--- src/rtl/fwc_pkg.sv ---
package fwc_pkg;
   localparam int unsigned BYTE_W     = 8;
   localparam int unsigned WORD_W     = 16;
   localparam int unsigned ANCH_NUM   = 4;
   localparam int unsigned ANCH_SEL_W = 2;
   localparam int unsigned PICKS      = 3;  // A, B, C per screener

   // anchor select codes; the order is decoded by the entry logic
   typedef enum logic [ANCH_SEL_W-1:0] {
      ANCH_FRAME = 2'd0,
      ANCH_ETYPE = 2'd1,
      ANCH_L3END = 2'd2,
      ANCH_L4END = 2'd3
   } anch_sel_e;
endpackage

--- src/rtl/fwc_pos_track.sv ---
module fwc_pos_track #(
   parameter int unsigned POS_W = 11
) (
   input  logic             clk,
   input  logic             rst_n,
   input  logic             in_valid,
   input  logic             in_last,
   output logic             first,
   output logic [POS_W-1:0] cur_pos,
   output logic             done
);
   localparam logic [POS_W-1:0] POS_MAX = '1;

   logic             in_frame;
   logic [POS_W-1:0] cnt;

   assign first   = !in_frame;
   assign cur_pos = in_frame ? cnt : '0;

   always_ff @(posedge clk) begin
      if (!rst_n) begin
         in_frame <= 1'b0;
         cnt      <= '0;
         done     <= 1'b0;
      end else begin
         done <= in_valid & in_last;
         if (in_valid) begin
            in_frame <= !in_last;
            cnt      <= (cur_pos == POS_MAX) ? POS_MAX : cur_pos + 1'b1;
         end
      end
   end


   pos_step_chk: assert property (@(posedge clk) disable iff (!rst_n)
      (in_valid && !in_last && cur_pos != POS_MAX) |=> (cur_pos == $past(cur_pos) + 1'b1));

   pos_hold_chk: assert property (@(posedge clk) disable iff (!rst_n)
      (!in_valid) |=> $stable(cur_pos));

   done_idle_chk: assert property (@(posedge clk) disable iff (!rst_n)
      done |-> first);
endmodule

--- src/rtl/fwc_entry.sv ---
module fwc_entry
   import fwc_pkg::*;
#(
   parameter int unsigned POS_W  = 11,
   parameter int unsigned OFFS_W = 7
) (
   input  logic              clk,
   input  logic              rst_n,
   input  logic              in_valid,
   input  logic [BYTE_W-1:0] in_data,
   input  logic              first,
   input  logic [POS_W-1:0]  cur_pos,
   input  logic [POS_W-1:0]  anc_pos,
   input  logic              anc_vld,
   input  logic [OFFS_W-1:0] offset,
   input  logic [WORD_W-1:0] value,
   input  logic [WORD_W-1:0] mask,
   output logic              hit
);
   localparam int unsigned XW = POS_W + 1;

   logic [XW-1:0]     tgt_lo, tgt_hi, pos_x;
   logic              take_lo, take_hi;
   logic              got_lo, got_hi;
   logic [BYTE_W-1:0] byte_lo, byte_hi;
   logic [WORD_W-1:0] word;

   assign tgt_lo  = {1'b0, anc_pos} + XW'(offset);
   assign tgt_hi  = tgt_lo + 1'b1;
   assign pos_x   = {1'b0, cur_pos};
   assign take_lo = in_valid & anc_vld & (pos_x == tgt_lo);
   assign take_hi = in_valid & anc_vld & (pos_x == tgt_hi);

   always_ff @(posedge clk) begin
      if (!rst_n) begin
         got_lo  <= 1'b0;
         got_hi  <= 1'b0;
         byte_lo <= '0;
         byte_hi <= '0;
      end else if (in_valid) begin
         got_lo <= (got_lo & !first) | take_lo;
         got_hi <= (got_hi & !first) | take_hi;
         if (take_lo)    byte_lo <= in_data;
         else if (first) byte_lo <= '0;
         if (take_hi)    byte_hi <= in_data;
         else if (first) byte_hi <= '0;
      end
   end

   assign word = {byte_hi, byte_lo};
   assign hit  = got_lo & got_hi & ((word & mask) == (value & mask));


   hi_after_byte_chk: assert property (@(posedge clk) disable iff (!rst_n)
      $rose(got_hi) |-> $past(in_valid));

   frame_clear_chk: assert property (@(posedge clk) disable iff (!rst_n)
      (in_valid && first && !take_lo) |=> !got_lo);
endmodule

--- src/rtl/fwc_ptr_pick.sv ---
module fwc_ptr_pick #(
   parameter int unsigned NUM_ENTRIES = 24,
   parameter int unsigned PTR_W       = 5
) (
   input  logic [NUM_ENTRIES-1:0] hits,
   input  logic [PTR_W-1:0]       ptr,
   output logic                   sel
);
   generate
      if (NUM_ENTRIES == (1 << PTR_W)) begin : g_full
         // every code names an entry
         assign sel = hits[ptr];
      end else begin : g_sparse
         // codes past the pool fall through to 0
         always_comb begin
            sel = 1'b0;
            for (int e = 0; e < NUM_ENTRIES; e++)
               if (ptr == PTR_W'(e)) sel = hits[e];
         end
      end
   endgenerate
endmodule

--- src/rtl/frame_word_cmp.sv ---
module frame_word_cmp
   import fwc_pkg::*;
#(
   parameter int unsigned NUM_ENTRIES   = 24,
   parameter int unsigned NUM_SCREENERS = 8,
   parameter int unsigned OFFS_W        = 7,
   parameter int unsigned PTR_W         = 5,
   parameter int unsigned POS_W         = 11
) (
   input  logic                                  clk,
   input  logic                                  rst_n,
   input  logic                                  in_valid,
   input  logic [BYTE_W-1:0]                     in_data,
   input  logic                                  in_last,
   input  logic [(ANCH_NUM-1)*POS_W-1:0]         anc_pos,
   input  logic [ANCH_NUM-2:0]                   anc_vld,
   input  logic [NUM_ENTRIES*OFFS_W-1:0]         cfg_offset,
   input  logic [NUM_ENTRIES*WORD_W-1:0]         cfg_value,
   input  logic [NUM_ENTRIES*WORD_W-1:0]         cfg_mask,
   input  logic [NUM_ENTRIES*ANCH_SEL_W-1:0]     cfg_anchor,
   input  logic [NUM_SCREENERS*PICKS*PTR_W-1:0]  scr_ptr,
   output logic                                  done,
   output logic [NUM_SCREENERS-1:0]              match_a,
   output logic [NUM_SCREENERS-1:0]              match_b,
   output logic [NUM_SCREENERS-1:0]              match_c
);
   localparam int unsigned NUM_PTRS = NUM_SCREENERS * PICKS;

   generate
      if ((1 << PTR_W) < NUM_ENTRIES) begin : g_bad_ptr
         $error("PTR_W too narrow for NUM_ENTRIES");
      end
      if (POS_W <= OFFS_W) begin : g_bad_pos
         $error("POS_W must exceed OFFS_W");
      end
   endgenerate

   logic             first;
   logic [POS_W-1:0] cur_pos;

   fwc_pos_track #(.POS_W(POS_W)) u_pos (
      .clk      (clk),
      .rst_n    (rst_n),
      .in_valid (in_valid),
      .in_last  (in_last),
      .first    (first),
      .cur_pos  (cur_pos),
      .done     (done)
   );

   logic [POS_W-1:0]    anch_pos_a [ANCH_NUM];
   logic [ANCH_NUM-1:0] anch_vld_a;

   always_comb begin
      anch_pos_a[0] = '0;
      anch_vld_a[0] = 1'b1;
      for (int k = 1; k < ANCH_NUM; k++) begin
         anch_pos_a[k] = anc_pos[(k-1)*POS_W +: POS_W];
         anch_vld_a[k] = anc_vld[k-1];
      end
   end

   logic [NUM_ENTRIES-1:0] ent_hit;

   generate
      for (genvar e = 0; e < NUM_ENTRIES; e++) begin : g_ent
         logic [ANCH_SEL_W-1:0] asel;
         assign asel = cfg_anchor[e*ANCH_SEL_W +: ANCH_SEL_W];
         fwc_entry #(.POS_W(POS_W), .OFFS_W(OFFS_W)) u_ent (
            .clk      (clk),
            .rst_n    (rst_n),
            .in_valid (in_valid),
            .in_data  (in_data),
            .first    (first),
            .cur_pos  (cur_pos),
            .anc_pos  (anch_pos_a[asel]),
            .anc_vld  (anch_vld_a[asel]),
            .offset   (cfg_offset[e*OFFS_W +: OFFS_W]),
            .value    (cfg_value[e*WORD_W +: WORD_W]),
            .mask     (cfg_mask[e*WORD_W +: WORD_W]),
            .hit      (ent_hit[e])
         );
      end
   endgenerate

   logic [NUM_PTRS-1:0] pick;
   logic [NUM_PTRS-1:0] match_all;

   generate
      for (genvar p = 0; p < NUM_PTRS; p++) begin : g_pick
         fwc_ptr_pick #(.NUM_ENTRIES(NUM_ENTRIES), .PTR_W(PTR_W)) u_pick (
            .hits (ent_hit),
            .ptr  (scr_ptr[p*PTR_W +: PTR_W]),
            .sel  (pick[p])
         );
         assign match_all[p] = done & pick[p];


         ptr_range_chk: assert property (@(posedge clk) disable iff (!rst_n)
            (scr_ptr[p*PTR_W +: PTR_W] >= NUM_ENTRIES) |-> !match_all[p]);
      end
      for (genvar s = 0; s < NUM_SCREENERS; s++) begin : g_scr
         assign match_a[s] = match_all[s*PICKS + 0];
         assign match_b[s] = match_all[s*PICKS + 1];
         assign match_c[s] = match_all[s*PICKS + 2];
      end
   endgenerate


   idle_zero_chk: assert property (@(posedge clk) disable iff (!rst_n)
      !done |-> (match_a == '0 && match_b == '0 && match_c == '0));
endmodule

--- config.mk ---
export PLATFORM = sky130hd
export DESIGN_NAME = frame_word_cmp
export DESIGN_NICKNAME = d
export VERILOG_FILES = /design/src/rtl/fwc_pkg.sv /design/src/rtl/fwc_pos_track.sv /design/src/rtl/fwc_entry.sv /design/src/rtl/fwc_ptr_pick.sv /design/src/rtl/frame_word_cmp.sv
export SDC_FILE = /design/constraint.sdc
export NUM_CORES = 2
export LEC_CHECK = 0
export ABC_AREA = 0
export BUFFER_PORTS_ARGS = -buffer_cell sky130_fd_sc_hd__buf_2
export CORE_AREA = 2 2 452 454
export DETAILED_ROUTE_END_ITERATION = 7
export DIE_AREA = 0 0 454 456
export GPL_ROUTABILITY_DRIVEN = 1
export MAX_ROUTING_LAYER = met4
export PLACE_DENSITY = 0.56
export SLEW_MARGIN = 30
export SYNTH_ARGS = -nofsm -noshare
export SYNTH_HDL_FRONTEND = slang
export SYNTH_HIERARCHICAL = 1
export SYNTH_SLANG_ARGS = --single-unit
--- constraint.sdc ---
create_clock -name clk -period 4.85 [get_ports clk]
set_input_delay 0.7275 -clock clk [delete_from_list [all_inputs] [get_ports clk]]
set_output_delay 0.7275 -clock clk [all_outputs]
set_load 0.1 [all_outputs]
==> results <==
- By area, the combinational part of the netlist is dominated by compound AO/OA/AOI/OAI gates.
- OpenSTA, run right after detailed placement, puts the worst setup slack at -162 ps.
- The maximum fanout along the worst path is 24.
- In this run the tool buffered the top-level ports with approximately 1,200 buffer cells.
- The net count after synthesis is 8,840.
- The maximum number of buffers from clock root to sink is 3.
- The area growth from synthesis to layout is 23.8%.
- Setup repair after global routing left no endpoint under its margin.
- The mean instance size in the synthesized netlist is about 8.4 sq um.
- The data arrival time of the critical path is around 4000 ps.
- The async set-or-reset flop fraction in the synthesized netlist is 0%.
- Summing the areas of all and, or, nand and nor instances in the mapped netlist gives between 20% and 30% of the synthesized area.
- The depth of the CTS H-tree is 2.
- Hold timing on the final database bottoms out at a slack of 458 ps.
- The max-slew violation count was 0.
- The number of antenna violations at the first check in global routing is around 150.
- Fill cells in the final layout number 20,600.
- The final core utilization is 38.5%.
- Summed over all layers, the routed wires come to 320 mm.
- Summed over all cells, the static leakage comes to 33.3 nW.
- Timing would allow up to 211 MHz.
- In this run the worst hold path is classified as flop to flop.
- The worst voltage drop across the vdd grid is around 240 uV.
- After routing the design area is 77,600 sq um.
- The Yosys step of the flow raised 6 warnings.
- The CTS tree is done.
- The share of synthesized area occupied by flip-flops and latches is around 14%.
- The routed length per instance is 27.3 um.
- For this run, design rule violations remaining after detail routing come to 0.
- The die outline width is 454 um.
- The buffer type at the clock tree root is sky130_fd_sc_hd__clkbuf_16.
- The clock input transition at the sequential cells of the worst setup and hold paths is roughly 60 ps.
- For this run the aggregate overflow at the end of global routing stands at 0.
- The final net count is between 10,000 and 15,000.
- Synthesis handed over a netlist of 7,471 instances.
- The initial standard-cell utilization of the core is 31.1%.
- For this run, the number of standard cells in the final layout without fillers is about 12,000.
- The overall fraction of global-route tracks in use is between 30% and 40%.
- The post-layout minimum cycle time is 4750 ps.
- Measured against the total synthesized area, the mux share comes to 14.6%.
- For the worst setup path, the data required time is 4120 ps.
- After detailed routing, the number of vias per cell comes to 5.74.
- Of all cell types, the one taking the most synthesized area is sky130_fd_sc_hd__dfxtp_1.
- Counting tap cells, the placed design contains a total of about 12,000 instances.
- The wire length of the first global-routing pass is 452 mm.
- The completed layout was analyzed and its total power is 15.9 mW.
- The via count of the first global-routing pass is approximately 65,000.
- The number of antenna-violating nets in the routed design is 0.
- Once the clock tree was built, the setup fixing pass inserted 0 buffers.
- The number of setup violations in the final report is 0.
- The placement-stage cell area is 75,300 sq um.
- After floorplanning, the core was divided into 165 placement rows.
- The tool flagged a number of max-cap violations equal to 0.
- Leaving out fill and tap cells, the most frequent cells in the layout are sky130_fd_sc_hd__buf_2, sky130_fd_sc_hd__xor2_1, sky130_fd_sc_hd__nand2_1.
- Routability-driven placement finished with a final weighted congestion of 1.07.
- In this run, CTS created clock tree buffers numbering 53.
- The synthesized netlist occupies a cell area of 62,700 sq um.
- The synthesized design contains 0 enable-type register cells.
- The die area is 207,000 sq um.
- Setup total negative slack on the finished layout was measured at 0 ps.
- The boundary pin count is 1,177.
- The clock net in this run drives a total of 445 sinks.
- After synthesis the netlist holds a flip-flop and latch count of 445.
- Counting distinct cell types in the post-synthesis netlist gives 123.
- The startpoint type of the worst setup path is a flop.
- STA classifies the critical path endpoint as an output port.
- The largest net degree at the start of global routing is 110.
- Of the post-synthesis cell area, the dominant cell type holds 14.2%.
- At the pin with the least slew margin, the transition time is 1080 ps.
- The count of routing violations after the opening detailed-route iteration is 6,151.
- The run finished with clean final reports.
- For this design the ratio of total power to cell area is 206 nW/um^2.
- The count of endpoints failing hold in the final timing report is 0.
- The clock network latency to the later pin of the worst-skew pair is between 600 and 700 ps.
- Leaving out fill and tap cells, the most frequent cell in the layout is sky130_fd_sc_hd__buf_2.
- The synthesized netlist devotes 24.2% of its cell area to compound gates.
- In this run, post-CTS hold repair placed 0 buffers.
- The worst setup skew after layout is roughly 39 ps.
- From bottom edge to top edge, the die measures 456 um.
- The total via count after detailed routing is 67,300.
- The part of the cycle the worst path needs is 97.8%.
- Cells with a size suffix above 1 make up 26.8% of the layout.
- The share of synthesized cell area in full adder, half adder and majority cells is 4.62%.
- By area the synthesized netlist is led by sky130_fd_sc_hd__dfxtp_1, sky130_fd_sc_hd__xor2_1, sky130_fd_sc_hd__mux2i_1, sky130_fd_sc_hd__a22o_1, sky130_fd_sc_hd__xnor2_1.
- The area of the core region is ~200,000 sq um.
- Headroom to the max-slew limit came out at 28.2%.
- The final worst-path setup slack is 105 ps.
- The post-synthesis xor/xnor area fraction is 14.9%.
- The leading register cell type out of synthesis is sky130_fd_sc_hd__dfxtp_1.
- The critical path in this run is classified as flop to output port.
- The detailed-placement wirelength estimate is 249 mm.
- The first detailed-routing pass ran for 6 iterations.
[cell type report]
type | instances | area (sq um) | share of cell area [%]
Sequential cell | 445 | 8910 | 11.5
Clock buffer | 75 | 1500 | 1.93
Clock inverter | 21 | 397 | 0.511
Antenna cell | 118 | 295 | 0.381
Timing Repair Buffer | 1793 | 12000 | 15.5
Tap cell | 2672 | 3340 | 4.31
Multi-Input combinational cell | 6271 | 49900 | 64.3
Inverter | 328 | 1230 | 1.59
[cells by family after synthesis]
family	count (synthesis)
AO/OA/AOI/OAI	1950
XOR/XNOR	974
multiplexers	736
buffers and inverters	755
adder cells (fa/ha/maj)	217
flip-flops	445
AND/OR/NAND/NOR	2394
[where the power goes]
group / total, mW / switching [mW] / internal, mW
combinational: 7.87 / 4.47 / 3.40
clock: 4.40 / 1.76 / 2.64
sequential: 3.67 / 0.00599 / 3.66
total: 15.9 / 6.24 / 9.70
[synthesized netlist by cell type, types with 179 or more instances]
cell type	number
sky130_fd_sc_hd__xor2_1	606
sky130_fd_sc_hd__o21a_1	197
sky130_fd_sc_hd__clkbuf_1	203
sky130_fd_sc_hd__ha_1	193
sky130_fd_sc_hd__nand2_1	578
sky130_fd_sc_hd__mux2i_1	352
sky130_fd_sc_hd__xnor2_1	290
sky130_fd_sc_hd__dfxtp_1	445
sky130_fd_sc_hd__a21oi_1	266
sky130_fd_sc_hd__a22o_1	312
sky130_fd_sc_hd__nand3_1	312
sky130_fd_sc_hd__mux2_2	179
sky130_fd_sc_hd__inv_1	326
sky130_fd_sc_hd__nor2_1	393
[final timing paths]
path / start / endpoint / slack, ps / cells after the start
min reg2reg: g_ent[19].u_ent/got_lo / g_ent[19].u_ent/got_lo / 460 / 2
min: g_ent[19].u_ent/got_lo / g_ent[19].u_ent/got_lo / 460 / 2
max: g_ent[2].u_ent/byte_hi[2] / match_b[5] / 100 / 13
max reg2reg: u_pos/in_frame / g_ent[5].u_ent/byte_lo[6] / 880 / 8
[sequential cells by signal, summed over array words and instances (netlist names)]
register,count
g_ent.u_ent/byte_lo,192
g_ent.u_ent/got_hi,24
g_ent.u_ent/byte_hi,192
u_pos/done,1
u_pos/in_frame,1
u_pos/cnt,11
g_ent.u_ent/got_lo,24
[metal layers]
metal | vias to the layer above | GRT usage [%] | share of wire, %
li1 | 30900 | - | -
met1 | 32300 | 36.9 | 41
met2 | 3179 | 46.5 | 45
met3 | 861 | 4.71 | 7.2
met4 | 0 | 18.0 | 6.7
met5 | - | - | 0
[critical path, stage by stage, from the launching register on]
cell and delay (ps):
sky130_fd_sc_hd__dfxtp_1 330, sky130_fd_sc_hd__xor2_1 160, sky130_fd_sc_hd__a22o_1 230, sky130_fd_sc_hd__a221oi_1 300, sky130_fd_sc_hd__nand4_1 240, sky130_fd_sc_hd__nor2_2 310
sky130_fd_sc_hd__buf_12 240, sky130_fd_sc_hd__mux4_2 280, sky130_fd_sc_hd__nand3_1 80, sky130_fd_sc_hd__o211a_1 140, sky130_fd_sc_hd__o32ai_1 360, sky130_fd_sc_hd__buf_4 210
sky130_fd_sc_hd__and2_1 220, sky130_fd_sc_hd__buf_12 200
[repair_timing]
item | CTS | global route
resized for setup | 1 | 1
gates cloned | 0 | 0
endpoints found under the hold margin | 0 | 0
endpoints found under the setup margin | 1 | 4
Note: power is estimated with default switching activity, not from simulation.
